$ cat config.mk
export PLATFORM = sky130hd
export DESIGN_NAME = hl_clk_div
export DESIGN_NICKNAME = d
export VERILOG_FILES = /design/src/rtl/hl_div_pkg.sv /design/src/rtl/hl_div_decode.sv /design/src/rtl/hl_div_ctrl.sv /design/src/rtl/hl_div_phase.sv /design/src/rtl/hl_clk_div.sv
export SDC_FILE = /design/constraint.sdc
export NUM_CORES = 1
export LEC_CHECK = 0
export ABC_AREA = 1
export CAP_MARGIN = 20
export CORE_ASPECT_RATIO = 1.4
export CORE_MARGIN = 1.5
export CORE_UTILIZATION = 47
export DETAILED_ROUTE_END_ITERATION = 10
export GPL_TIMING_DRIVEN = 0
export PLACE_DENSITY = 0.79
export SLEW_MARGIN = 20
export SYNTH_ARGS = -nofsm -noshare
export SYNTH_HDL_FRONTEND = slang
export SYNTH_SLANG_ARGS = --single-unit
$ cat constraint.sdc
create_clock -name clk -period 4 [get_ports clk]
set_clock_uncertainty 0.1 [all_clocks]
set_input_delay 0.8 -clock clk [delete_from_list [all_inputs] [get_ports clk]]
set_output_delay 0.8 -clock clk [all_outputs]
set_load 0.01 [all_outputs]
$ cat src/rtl/hl_div_pkg.sv
package hl_div_pkg;
   // default width of one phase-count field
   localparam int unsigned DEF_CNT_W  = 6;
   localparam int unsigned DEF_WORD_W = 32;

   // bit positions derived from the count-field width
   function automatic int unsigned pos_edge(int unsigned cnt_w);
      return 2 * cnt_w;
   endfunction

   function automatic int unsigned pos_bypass(int unsigned cnt_w);
      return 2 * cnt_w + 1;
   endfunction

   function automatic int unsigned pos_hold(int unsigned cnt_w);
      return 2 * cnt_w + 2;
   endfunction
endpackage

$ cat src/rtl/hl_div_decode.sv
module hl_div_decode
   import hl_div_pkg::*;
#(
   parameter int unsigned CNT_W = DEF_CNT_W,
   localparam int unsigned RAT_W = CNT_W + 1
) (
   input  logic [CNT_W-1:0] hi_cnt,
   input  logic [CNT_W-1:0] lo_cnt,
   input  logic             bypass,
   output logic [RAT_W-1:0] ratio,
   output logic             pass
);
   logic zero_field;

   assign zero_field = (hi_cnt == '0) || (lo_cnt == '0);
   assign pass       = bypass || zero_field;
   assign ratio      = pass ? RAT_W'(1)
                            : (RAT_W'(hi_cnt) + RAT_W'(lo_cnt));
endmodule

$ cat src/rtl/hl_div_ctrl.sv
module hl_div_ctrl #(
   parameter int unsigned     SPAN       = 14,
   parameter logic [SPAN-1:0] RESET_SPAN = '0
) (
   input  logic            clk,
   input  logic            rst_n,
   input  logic            wr_en,
   input  logic [SPAN-1:0] wr_word,
   input  logic            wr_hold,
   input  logic            period_end,
   output logic [SPAN-1:0] active
);
   logic [SPAN-1:0] shadow_q;
   logic [SPAN-1:0] active_q;
   logic            armed_q;

   // shadow: last written word of either kind
   always_ff @(posedge clk or negedge rst_n) begin
      if (!rst_n) begin
         shadow_q <= RESET_SPAN;
      end else if (wr_en) begin
         shadow_q <= wr_word;
      end
   end

   // arm on commit writes; the transfer clears it unless a commit arrives at the same edge
   always_ff @(posedge clk or negedge rst_n) begin
      if (!rst_n) begin
         armed_q <= 1'b0;
      end else if (wr_en && !wr_hold) begin
         armed_q <= 1'b1;
      end else if (period_end) begin
         armed_q <= 1'b0;
      end
   end

   // active word changes only at a period boundary
   always_ff @(posedge clk or negedge rst_n) begin
      if (!rst_n) begin
         active_q <= RESET_SPAN;
      end else if (period_end && armed_q) begin
         active_q <= shadow_q;
      end
   end

   assign active = active_q;
endmodule

$ cat src/rtl/hl_div_phase.sv
module hl_div_phase
   import hl_div_pkg::*;
#(
   parameter int unsigned CNT_W = DEF_CNT_W,
   localparam int unsigned RAT_W = CNT_W + 1
) (
   input  logic             clk,
   input  logic             rst_n,
   input  logic [RAT_W-1:0] ratio,
   input  logic [CNT_W-1:0] hi_cnt,
   input  logic             pass,
   output logic             clk_en,
   output logic             div_clk,
   output logic             period_end
);
   logic [RAT_W-1:0] cnt_q;

   assign period_end = (cnt_q >= (ratio - RAT_W'(1)));

   always_ff @(posedge clk or negedge rst_n) begin
      if (!rst_n) begin
         cnt_q <= '0;
      end else if (period_end) begin
         cnt_q <= '0;
      end else begin
         cnt_q <= cnt_q + RAT_W'(1);
      end
   end

   assign clk_en  = (cnt_q == '0);
   assign div_clk = pass || (cnt_q < RAT_W'(hi_cnt));
endmodule

$ cat src/rtl/hl_clk_div.sv
module hl_clk_div
   import hl_div_pkg::*;
#(
   parameter int unsigned        CNT_W      = DEF_CNT_W,
   parameter int unsigned        WORD_W     = DEF_WORD_W,
   parameter logic [WORD_W-1:0]  RESET_WORD = WORD_W'(1) << (2 * CNT_W + 1),
   localparam int unsigned       RAT_W      = CNT_W + 1,
   localparam int unsigned       SPAN       = 2 * CNT_W + 2
) (
   input  logic              clk,
   input  logic              rst_n,
   input  logic              wr_en,
   input  logic [WORD_W-1:0] wr_data,
   output logic [WORD_W-1:0] rd_data,
   output logic [RAT_W-1:0]  ratio,
   output logic              clk_en,
   output logic              div_clk
);
   localparam int unsigned HOLD_B = pos_hold(CNT_W);
   localparam int unsigned BYP_B  = pos_bypass(CNT_W);

   if (CNT_W < 2 || CNT_W > 12) begin : g_bad_cnt
      $error("hl_clk_div: CNT_W out of range");
   end
   if (WORD_W < SPAN + 1) begin : g_bad_word
      $error("hl_clk_div: WORD_W too small for the field layout");
   end

   logic [SPAN-1:0]  active;
   logic [CNT_W-1:0] hi_cnt;
   logic [CNT_W-1:0] lo_cnt;
   logic             pass;
   logic             period_end;

   if (WORD_W > SPAN + 1) begin : g_rsvd
      logic unused_rsvd;
      assign unused_rsvd = ^wr_data[WORD_W-1:SPAN+1];
   end

   hl_div_ctrl #(
      .SPAN       (SPAN),
      .RESET_SPAN (RESET_WORD[SPAN-1:0])
   ) ctrl_i (
      .clk        (clk),
      .rst_n      (rst_n),
      .wr_en      (wr_en),
      .wr_word    (wr_data[SPAN-1:0]),
      .wr_hold    (wr_data[HOLD_B]),
      .period_end (period_end),
      .active     (active)
   );

   assign lo_cnt = active[CNT_W-1:0];
   assign hi_cnt = active[2*CNT_W-1:CNT_W];

   hl_div_decode #(.CNT_W(CNT_W)) dec_i (
      .hi_cnt (hi_cnt),
      .lo_cnt (lo_cnt),
      .bypass (active[BYP_B]),
      .ratio  (ratio),
      .pass   (pass)
   );

   hl_div_phase #(.CNT_W(CNT_W)) phase_i (
      .clk        (clk),
      .rst_n      (rst_n),
      .ratio      (ratio),
      .hi_cnt     (hi_cnt),
      .pass       (pass),
      .clk_en     (clk_en),
      .div_clk    (div_clk),
      .period_end (period_end)
   );

   assign rd_data = {{(WORD_W-SPAN){1'b0}}, active};
endmodule

Yosys cells after proc, flatten, opt, wreduce, memory -nomap -nowiden

Cells that the tools add are included.

Register bits after elaboration: 36
Input bits: 35
Output and inout port bits: 41
Word-level logic and storage cells: 23

Add/sub/neg operators: 3
Order comparisons: 2
Multiplexer cells: 4
Reductions and logical operators: 10

Operator list:

| operator              | count |
|---|---|
| $mux W7               | 2 |
| $logic_not A6 Y1      | 2 |
| $add A6 B6 Y7         | 1 |
| $add A7 B1 Y7 const B | 1 |
| $ge A7 B7 Y1          | 1 |
| $logic_not A7 Y1      | 1 |
| $lt A7 B6 Y1          | 1 |
| $sub A7 B1 Y7 const B | 1 |
| $logic_or A1 B1 Y1    | 3 |
| $logic_and A1 B1 Y1   | 2 |
| $mux W1               | 2 |
| $reduce_bool A2 Y1    | 1 |
| $logic_not A1 Y1      | 1 |

Depth between registers and ports, before layout

Word-level depth: 8
Mapped depth: 22

Hierarchy

Synthesis repeated with hierarchy kept, for this count alone.

Cells, all modules: 321
Area total of the unflattened synthesis: 2443.6 sq um

By module, submodules not included:

| module        | times used | cells each | area each (sq um) | sequential area each (sq um) |
|---|---|---|---|---|
| hl_div_ctrl   | 1          | 127        | 1204.9            | 728.2 |
| hl_div_phase  | 1          | 116        | 779.5             | 175.2 |
| hl_div_decode | 1          | 59         | 320.3             | 0.0 |
| hl_clk_div    | 1          | 19         | 138.9             | 0.0 |

Least setup slack after synthesis

OpenSTA, ideal clock, no wires.

Kind: reg-to-reg
From: register ctrl_i.active_q[0] (netlist: ctrl_i.active[0])
To: register ctrl_i.active_q[6] (netlist: ctrl_i.active[6])
Setup time: 0.117 ns
Data arrival time: 2.841 ns
Data required time: 3.783 ns
Setup slack: 0.942 ns
Cell stages (with the launch flop): 18
Path buffers: 1
Period minus slack after synthesis: 3.058 ns
Cells stage by stage: dfrtp_1 ha_1 inv_1 fa_1 nor2_1 inv_1 ha_1 inv_1 nor2_4 nand4_1 nand2_1 ha_1 nand4_1 o21ai_2 nand2_2 buf_6 nand2_1 nand2_1

Word-level cells in the longest chain between the ends: 7

Ends and longest elaborated chain:

| element                                               | RTL line            | text |
|---|---|---|
| from (decl)                                           | hl_div_ctrl.sv:14   | `logic [SPAN-1:0] active_q;` |
| from (signal assigned)                                | hl_div_ctrl.sv:42   | `active_q <= shadow_q;` |
| branches (longest 3 deep; another with $add A6 B6 Y7) | n/a                 |  |
| $mux W7 (*)                                           | hl_div_decode.sv:17 | `assign ratio = pass ? RAT_W'(1)` |
| named net ratio[1]                                    | hl_clk_div.sv:15    | `output logic [RAT_W-1:0] ratio,` |
| $sub A7 B1 Y7 (*)                                     | hl_div_phase.sv:18  | `assign period_end = (cnt_q >= (ratio - RAT_W'(1)));` |
| $ge A7 B7 Y1 (*)                                      | hl_div_phase.sv:18  |  |
| $logic_and A1 B1 Y1 (*)                               | hl_div_ctrl.sv:41   | `end else if (period_end && armed_q) begin` |

Mark *: on every way through the listed nets, which the timed path passes.
A chain may end at the register's enable or synchronous reset.

Worst setup path in the final report

From: register ctrl_i.active_q[6] (netlist: ctrl_i.active[6])
To: output ratio[4]

Word-level cells in the longest chain between the ends: 4

Ends and longest elaborated chain:

| element                                               | RTL line |
|---|---|
| branches (longest 3 deep; another with $add A6 B6 Y7) | n/a |
| $mux W7 (*)                                           | hl_div_decode.sv:17 |
| to (decl)                                             | hl_clk_div.sv:15 |

Every way passes the cells marked *.

==> flow_metrics.tcl <==
set metrics [dict create \
    run_status "completed" \
    max_cap_violations 0 \
    layout-area-overhead-vs-synth_pct 28.0 \
    critical_path.slowest_cell "clkdlybuf4s50_1" \
    required_ns 3.10 \
    critical-path-top-cell-by-count "nand2_1" \
    crit_chain "ha_1, inv_1, fa_1, inv_1, nand2_1, nand2_1, nand2_1, nand2_1, nand2_2, nor2_4, clkdlybuf4s50_1" \
    path_depth 11 \
    detail_route.first_pass.iterations 4 \
    synth.top_cells.by_area "dfrtp_1 (35%), nand2_1 (16%), ha_1 (11%), buf_4 (5.8%), nand3_1 (4.9%)" \
    final.setup.worst_slack_ns 0.589 \
    fin_crit_sh_pct 85.3 \
    final-hold-violation-count 0 \
    multiInputGateArea_um2 1300 \
    timing.critical_path.arrival_ns 2.51 \
    yosys.area.top_type_share_pct 34.8 \
    netlist.top_cell.by_area "dfrtp_1" \
    combinational_group_share_of_total_power_pct 67.9 \
    place_ws_ns 0.651 \
    die-height_um 88.3 \
    regToRegSetupSlack_ns 0.72 \
    drtIter0Drc 61 \
    avgSynthCellArea_um2 7.79 \
    worstSetupStartpointType "flop" \
    setup_repair_after_global_routing_missed_its_margin "no" \
    tritoncts_clock_tree "built" \
    post_cts_hold_buffer_count 0 \
    timing.rr.end "ctrl_i.active[12]" \
    clock_tree.buffer_depth 2 \
    place_hpwl_um 3970 \
    reg2reg_from "ctrl_i.active[6]" \
    cp-end-kind "output port" \
    timing.critical_path.buf_inv 3 \
    synth-async-reset-ratio_pct 100 \
    gp_congestion 0.800 \
    wire_length_of_the_first_global_routing_pass_um 8360 \
    critical_path.max_stage_delay_ns 0.55 \
    totalNegativeSetupSlack_ns 0 \
    yosys_most_used_dff "dfrtp_1" \
    cts-htree-levels 2 \
    drt-wirelength-per-cell_um 10.9 \
    io_pins 76 \
    net_switching_share_of_the_total_power_pct 47.7 \
    syn-cell-area_um2 2440 \
    routed_wl_um 4820 \
    grt_overflow_total 0 \
    power.switching_uw 1430 \
    postRouteAntennaNets 0 \
    grt_max_degree 33 \
    layout_min_cycle_time_ns 3.41 \
    r2r_cells 17 \
    fp.dieW_um 64.0 \
    floorplan.die_area_um2 5650 \
    num_antenna_cells 0 \
    fillCellCount 438 \
    number_of_buffers_inserted_during_clock_tree_synthesis 5 \
    clk-insertion-delay-late_ns 0.29 \
    seqPwrFrac_pct 20.6 \
    detail_route.vias_per_cell 4.63 \
    number_of_different_library_cells_in_the_post_synthesis_netlist 37 \
    initial_core_utilization_pct 49.7 \
    placeableCoreArea_um2 4920 \
    yosys_register_bits 36 \
    ir_worst_vdd_mv 0.392 \
    clkTransAtPathRegs_ns 0.07 \
    power-per-cell-area_nw_per_um2 960 \
    sequential_element_share_of_the_synthesized_area_pct 36.9 \
    leakage_uw 0.00167 \
    finalSetupViolations 0 \
    cts_num_sinks 36 \
    cts_root_buffer "clkbuf_8" \
    ys_warn_count 0 \
    worstSetupPathType "reg2out" \
    buffers_inserted_during_post_cts_setup_optimization 0 \
    globalRouteTotalUtil_pct 19.0 \
    grt_pass1_vias 1957 \
    port-buffer-count 40 \
    detailroute.via_count 2054 \
    layout.nets 436 \
    synth-edff-count 0 \
    internal-power_uw 1570 \
    share_clk_of_total_power_pct 11.6 \
    row_count 30 \
    sequential_area_um2 903 \
    maxSlewViolCount 0 \
    min_path_type "in2async" \
    drc 0 \
    timing.critical_path.max_delay_family "buffers and inverters" \
    critical_path.max_fanout 5 \
    synthCells 314 \
    grt_antenna_before_repair 0 \
    fmax_mhz 293 \
    cts_resized 0 \
    layout-drive-gt1-share_pct 14.7 \
]
## per-layer routing
layer | global-route usage (%) | wire length (µm)
met2 | 35.7 | 2690
met4 | 9.29 | 100
met1 | 19.7 | 1830
met5 | 0 | 0
met3 | 4.33 | 204
## how the worst max path moves through the flow
stage	endpoint	start
after CTS	ratio[4]	ctrl_i.active[6]
after detailed placement	ctrl_i.active[12]	ctrl_i.active[6]
after global routing	ratio[4]	ctrl_i.active[6]
after floorplan	ctrl_i.active[6]	ctrl_i.active[0]
final	ratio[4]	ctrl_i.active[6]
after global placement	ctrl_i.active[12]	ctrl_i.active[6]
## layout make-up
type | instances | share of cell area (%)
plain buffers | 26 | 5.72
clock buffers | 7 | 3.08
clock inverters | 1 | 0.959
inverters | 34 | 4.08
multi-input cells | 235 | 41.5
flip-flops and latches | 36 | 28.9
well taps | 64 | 2.56
repair buffers | 41 | 13.3
## through the flow
stage          util (%)  hold WS, ns  power [µW]  cells  area [µm²]
6_report           63.7        0.216        3000    444        3130
5_1_grt            63.7        0.215        3340    444        3130
4_1_cts            63.7        0.214        3050    444        3130
3_5_place_dp       61.1        0.360        2690    436        3000
3_3_place_gp       60.8        0.353        2600    435        2990
2_1_floorplan         -        0.343        2060    331        2510
## power by group through the flow
stage	Sequential, µW	Combinational (µW)	Clock (µW)
after global placement	624	1980	0
after floorplan	608	1450	0
final	617	2040	348
after detailed placement	626	2070	0
after global routing	637	2330	373
after CTS	620	2070	356
## synth_stat cells, drive strengths merged, types with 2 or more instances
library cell and instances:
a21oi 8, inv 34, xor2 3, nor3b 2, o21ai 5, nand2 109, nand3 28, dfstp 2
nand4 2, nor2 28, nor3 2, buf 22, ha 21, dfrtp 34, clkbuf 4
## cell usage in the layout (no fill, tap or decap), types with 3 or more instances in the layout
master and count:
a21oi_1 8, buf_2 3, buf_4 19, clkbuf_1 4, clkbuf_8 7, clkdlybuf4s50_1 39
conb_1 18, dfrtp_1 34, ha_1 21, inv_1 30, inv_2 4, nand2_1 105
nand2_2 3, nand3_1 24, nor2_1 20, nor2_4 6, xor2_1 3
## cell families (layout without fill, tap and decap cells)
family | after synthesis | count (layout) | share of synthesized area, %
adders and majority gates | 22 | 22 | 11.6
DFF | 36 | 36 | 36.9
and+or+nand+nor | 174 | 174 | 33.4
xor gates and xnor gates | 4 | 4 | 1.43
other | 1 | 18 | 0.153
buffers and inverters | 60 | 109 | 12.5
AOI/OAI and AO/OA | 17 | 17 | 3.94
## worst reg2reg max path: stages, from the launching register on
cell,delay [ns]
dfrtp_1,0.44
ha_1,0.24
inv_1,0.07
fa_1,0.50
nor2_1,0.06
inv_1,0.06
ha_1,0.13
inv_1,0.08
nor2_4,0.14
nand3_1,0.08
nand2_1,0.06
nand2_1,0.06
ha_1,0.31
nand4_1,0.12
o21ai_2,0.29
buf_2,0.28
nand3_1,0.11
nand2_1,0.09
## registers in the layout, summed over array words and instances, names as in the netlist
signal / count
ctrl_i.active: 14
ctrl_i.shadow_q: 14
phase_i.cnt_q: 7
ctrl_i.armed_q: 1
(Power assumes the default switching activity.)
